==> config.mk <==
export PLATFORM = sky130hd
export DESIGN_NAME = dr_word_receiver
export DESIGN_NICKNAME = d
export VERILOG_FILES = /design/src/rtl/dr_pkg.sv /design/src/rtl/dr_sync.sv /design/src/rtl/dr_pair_decode.sv /design/src/rtl/dr_celem.sv /design/src/rtl/dr_word_receiver.sv
export SDC_FILE = /design/constraint.sdc
export NUM_CORES = 1
export LEC_CHECK = 0
export ABC_AREA = 1
export BUFFER_PORTS_ARGS = -buffer_cell sky130_fd_sc_hd__clkbuf_2
export CAP_MARGIN = 20
export CORE_MARGIN = 10
export CORE_UTILIZATION = 52
export DETAILED_ROUTE_END_ITERATION = 8
export HOLD_SLACK_MARGIN = 0.1
export PLACE_DENSITY = 0.83
export SETUP_SLACK_MARGIN = 0.02
export SYNTH_ARGS = -nofsm -noshare
export SYNTH_HDL_FRONTEND = slang
export SYNTH_SLANG_ARGS = --single-unit
==> constraint.sdc <==
create_clock -name clk -period 1.07 [get_ports clk]
set_input_delay 0.214 -clock clk [delete_from_list [all_inputs] [get_ports clk]]
set_output_delay 0.214 -clock clk [all_outputs]
set_load 0.02 [all_outputs]
==> src/rtl/dr_pkg.sv <==
// Shared definitions for the dual-rail receiver.
// Assumes: rails are encoded as {true, false}, and the spacer is 2'b00.
package dr_pkg;
    typedef enum logic [1:0] {
        PAIR_SPACER  = 2'b00,
        PAIR_ZERO    = 2'b01,
        PAIR_ONE     = 2'b10,
        PAIR_ILLEGAL = 2'b11
    } pair_code_e;
endpackage

==> src/rtl/dr_sync.sv <==
// Multi-flop synchroniser for a bus of rail bits.
// Assumes: rails may change at any time relative to clk. Metastability is not modelled.
module dr_sync #(
    parameter int WIDTH  = 8,
    parameter int STAGES = 2
) (
    input  logic             clk,
    input  logic             rst_n,
    input  logic [WIDTH-1:0] d_i,
    output logic [WIDTH-1:0] q_o
);
    logic [WIDTH-1:0] stage_q [STAGES];

    genvar s;
    generate
        for (s = 0; s < STAGES; s++) begin : g_stage
            // Shift the rail bus one flop deeper each clock.
            always_ff @(posedge clk) begin
                if (!rst_n) stage_q[s] <= '0;
                else if (s == 0) stage_q[s] <= d_i;
                else stage_q[s] <= stage_q[(s == 0) ? 0 : s-1];
            end
        end
    endgenerate

    assign q_o = stage_q[STAGES-1];
endmodule

==> src/rtl/dr_pair_decode.sv <==
// Decodes one synchronised rail pair into value, validity and illegal flag.
// Assumes: inputs are already in the clock domain.
module dr_pair_decode
    import dr_pkg::*;
(
    input  logic rail_t,
    input  logic rail_f,
    output logic value_o,
    output logic valid_o,
    output logic illegal_o
);
    pair_code_e code;

    // Classify the pair and derive its three outputs.
    always_comb begin
        code      = pair_code_e'({rail_t, rail_f});
        value_o   = (code == PAIR_ONE);
        valid_o   = (code != PAIR_SPACER);
        illegal_o = (code == PAIR_ILLEGAL);
    end
endmodule

==> src/rtl/dr_celem.sv <==
// Clocked model of an N-input C-element: set when all inputs are 1,
// clear when all are 0, hold otherwise.
// Assumes: inputs are synchronous to clk.
module dr_celem #(
    parameter int WIDTH = 8
) (
    input  logic             clk,
    input  logic             rst_n,
    input  logic [WIDTH-1:0] in_i,
    output logic             state_o
);
    logic all_high, all_low;

    // Detect agreement among all inputs.
    always_comb begin
        all_high = &in_i;
        all_low  = ~|in_i;
    end

    // Update the held state only when the inputs agree.
    always_ff @(posedge clk) begin
        if (!rst_n)        state_o <= 1'b0;
        else if (all_high) state_o <= 1'b1;
        else if (all_low)  state_o <= 1'b0;
    end

    // a rise needs all inputs valid in the previous cycle.
    a_r2_rise_needs_all: assert property (@(posedge clk) disable iff (!rst_n)
        (!state_o && !(&in_i)) |=> !state_o);
    // a fall needs all inputs at spacer in the previous cycle.
    a_r3_fall_needs_none: assert property (@(posedge clk) disable iff (!rst_n)
        (state_o && (|in_i)) |=> state_o);
endmodule

==> src/rtl/dr_word_receiver.sv <==
// Dual-rail four-phase word receiver: synchronises the rails, decodes
// each pair, merges validity through a C-element, captures the word on
// completion and drives a return-to-zero acknowledge.
// Assumes: the sender holds each phase until it sees the matching acknowledge edge.
module dr_word_receiver #(
    parameter int WIDTH       = 8,
    parameter int SYNC_STAGES = 2
) (
    input  logic             clk,
    input  logic             rst_n,
    input  logic [WIDTH-1:0] rail_t_i,
    input  logic [WIDTH-1:0] rail_f_i,
    output logic             done_o,
    output logic             ack_o,
    output logic [WIDTH-1:0] word_o,
    output logic             err_o
);
    logic [WIDTH-1:0] sync_t, sync_f;
    logic [WIDTH-1:0] bit_val, bit_valid, bit_bad;
    logic             done_q;
    logic             capture;

    dr_sync #(.WIDTH(WIDTH), .STAGES(SYNC_STAGES)) u_sync_t (
        .clk(clk), .rst_n(rst_n), .d_i(rail_t_i), .q_o(sync_t));
    dr_sync #(.WIDTH(WIDTH), .STAGES(SYNC_STAGES)) u_sync_f (
        .clk(clk), .rst_n(rst_n), .d_i(rail_f_i), .q_o(sync_f));

    genvar i;
    generate
        for (i = 0; i < WIDTH; i++) begin : g_pair
            dr_pair_decode u_dec (
                .rail_t   (sync_t[i]),
                .rail_f   (sync_f[i]),
                .value_o  (bit_val[i]),
                .valid_o  (bit_valid[i]),
                .illegal_o(bit_bad[i]));
        end
    endgenerate

    dr_celem #(.WIDTH(WIDTH)) u_celem (
        .clk(clk), .rst_n(rst_n), .in_i(bit_valid), .state_o(done_q));

    // Capture happens on the first clock that sees completion high with acknowledge still low.
    always_comb capture = done_q && !ack_o;

    // Acknowledge trails completion by one clock.
    always_ff @(posedge clk) begin
        if (!rst_n) ack_o <= 1'b0;
        else        ack_o <= done_q;
    end

    // Load the decoded word once, when completion rises.
    always_ff @(posedge clk) begin
        if (!rst_n)       word_o <= '0;
        else if (capture) word_o <= bit_val;
    end

    // Set the error flag on any illegal pair; only reset clears it.
    always_ff @(posedge clk) begin
        if (!rst_n)        err_o <= 1'b0;
        else if (|bit_bad) err_o <= 1'b1;
    end

    assign done_o = done_q;

    // acknowledge follows completion one clock later.
    a_r4_ack_follows_done: assert property (@(posedge clk) disable iff (!rst_n)
        done_o |=> ack_o);
    a_r4_ack_drops_after_done: assert property (@(posedge clk) disable iff (!rst_n)
        !done_o |=> !ack_o);
    // the word is steady while acknowledge stays high.
    a_r5_word_hold: assert property (@(posedge clk) disable iff (!rst_n)
        (ack_o && done_o) |=> $stable(word_o));
    // the error flag is sticky.
    a_r6_err_sticky: assert property (@(posedge clk) disable iff (!rst_n)
        err_o |=> err_o);
endmodule

==> impl_results.md <==
* Outcome: finished clean
* Largest net degree at the start of global routing at 18
* Final Max Tran Viols at 0
* CP bufs+invs at 1
* Number of H-tree levels at 2
* CTS tree: built
* First-pass GRT wire length at 4.49 mm
* Vias/cell at 4.26
* DP Worst Slack at 0.120 ns
* GR Overflow Total at 0
* Die ar. at 5380 sq um
* VDD IR max at 1.28 mV
* DRT antenna net count at 0
* Total CTS buffers at 5
* Syn Area/Cell at 7.59 sq um
* Clock latency on the worst-skew pair at 0.35 ns
* PwrDens at 1310 nW/um^2
* Final setup vio count at 0
* Port Buf Inserts at 28
* Setup ws final at 0.0320 ns
* Max capacitance violation total at 0
* Final core occ at 0.764
* Startpoint types: register
* Max-Slew Margin vs Limit at 0.864
* Synthesized flop and latch total at 43
* Syn_nets at 213
* Worst-margin pin slew at 0.204 ns
* Clock Skew at 0.0126 ns
* Cell family with most CP delay: flip-flops
* Clock slew at reported path FFs at 0.11 ns
* CP peak stage delay at 0.37 ns
* Library cells used by synthesis at 11
* Synth top area share at 0.582
* Period utilization at 0.970
* Max frequency at 963 MHz
* DRT Pass-1 Iters at 6
* Global placement routability congestion at 0.806
* Number of fill cells in the layout at 201
* Endpoint class of the critical path: output port
* Critical-path maximum fanout at 2
* Clock sinks at 43
* Final wirelength at 2.76 mm
* I/O pin total at 29
* Crit path arrival time at 0.82 ns
* Static leakage power at 1.15 nW
* Synth top area cells: dfxtp_1, nand2_1, inv_1
* Tot GR Track Use at 0.106
* Most frequent cells in the layout: nand2_1, inv_1, dfxtp_1
* Setup TNS at 0 ns
* Min-Delay Path Class: primary input to register
* Area Growth Syn to Fin at 41.2%
* Antenna cells at 0
* Critical-path top delay cell: dfxtp_2
* Yosys warnings at 0
* Die Span Y at 73.4 um
* Yosys top cell by area: dfxtp_1
* CP Cell Sequence: buf_8
* WP data required at 0.86 ns
* Core Area at 2730 sq um
* Initial antenna violation count at 0
* Crit Path Class: register to output port
* Vias at 1,210
* Seq/Total Area, Yosys at 0.582
* Die span in x at 73.4 um
* Most common cell after layout, fill and taps aside: nand2_1
* Unrepaired setup endpoints after global routing: true
* DR iter-0 viols at 51
* Layout Nets at 270
* Cell area after synthesis at 1480 sq um
* Vias in the first global route at 1,089
* Bufs on Longest Clock Path at 2
* Row count at 19
* Final Hold Fails at 0
* Post-route DRC at 0
* Wire length per cell at 9.71 um
* Period minus WS final at 1.04 ns
* HPWL Detailed at 1.70 mm
* CTS root buf: clkbuf_4
* Layout cells sized above 1 at 0.273
* Post-synthesis cell count at 195
* Initial Utilization at 0.541
-- flip-flops by register name (all words and copies together), names as in the netlist --
name,flops
u_celem.state_o,1
u_sync_t.stage_q,16
err_o,1
word_o,8
u_sync_f.stage_q,16
ack_o,1
-- cell families after synthesis --
family / Yosys count / synth area share
AOI/OAI and AO/OA: 10 / 0.0338
and+or+nand+nor: 90 / 0.248
buffers and inverters: 52 / 0.137
DFF: 43 / 0.582
-- stage by stage --
stage               total power, mW  hold slack [ns]  instances  cell area, sq um
finish                         2.74            0.162        284              2090
global route                   2.86            0.169        284              2090
CTS                            2.74            0.139        281              2030
detailed placement             1.88            0.396        252              1650
global placement               1.87            0.393        252              1650
floorplan                      1.82            0.312        195              1480
-- area by class of cell --
class                   instances  area (sq um)  area share
inverters                      48           183      0.0874
well taps                      31          38.8      0.0186
multi-input cells             101           448       0.214
flip-flops and latches         43           875       0.419
clock buffers                   6          51.3      0.0246
clock inverters                 2          16.3     0.00778
repair buffers                 53           478       0.229
-- power by group --
group | leakage (nW) | internal (mW) | switching (mW) | total (mW)
Combinational | 0.755 | 0.112 | 0.0979 | 0.209
Sequential | 0.359 | 1.66 | 0.0297 | 1.69
Clock | 0.0345 | 0.324 | 0.512 | 0.836
-- cells in the mapped netlist --
cell / n
nor2_1: 14
nor2_4: 1
inv_1: 46
nand3_1: 8
nand2_1: 64
nand3b_1: 3
inv_2: 2
a21oi_1: 10
dfxtp_1: 43
buf_2: 3
buf_4: 1
-- per-layer routing --
layer  vias to the layer above  wire [um]  global-route usage  part of all wire
li1                        675          -                   -                 -
met1                       493       1220               0.116              0.44
met2                        38       1300               0.164              0.47
met3                         4        188              0.0404             0.068
met4                         0         52              0.0745             0.019
met5                         -          0                   0                 0
-- final timing paths --
path / start / endpoint / slack, ns / cells after the start
setup / recovery: word_o[3] / word_o[3] / 0.03 / 1
hold / removal: rst_n / ack_o / 0.16 / 3
setup reg to reg: u_celem.state_o / word_o[7] / 0.06 / 6
hold reg to reg: u_sync_t.stage_q[0][4] / u_sync_t.stage_q[1][4] / 0.42 / 2
-- timing repair --
action | in CTS | in global routing
pin swaps | 0 | 4
resized for setup | 33 | 21
gates cloned | 0 | 1
endpoints found under the hold margin | 16 | 0
buffers inserted | 5 | 2
hold buffers | 16 | 0
setup endpoints to repair | 11 | 19
Power figures use the tool's default switching activity.
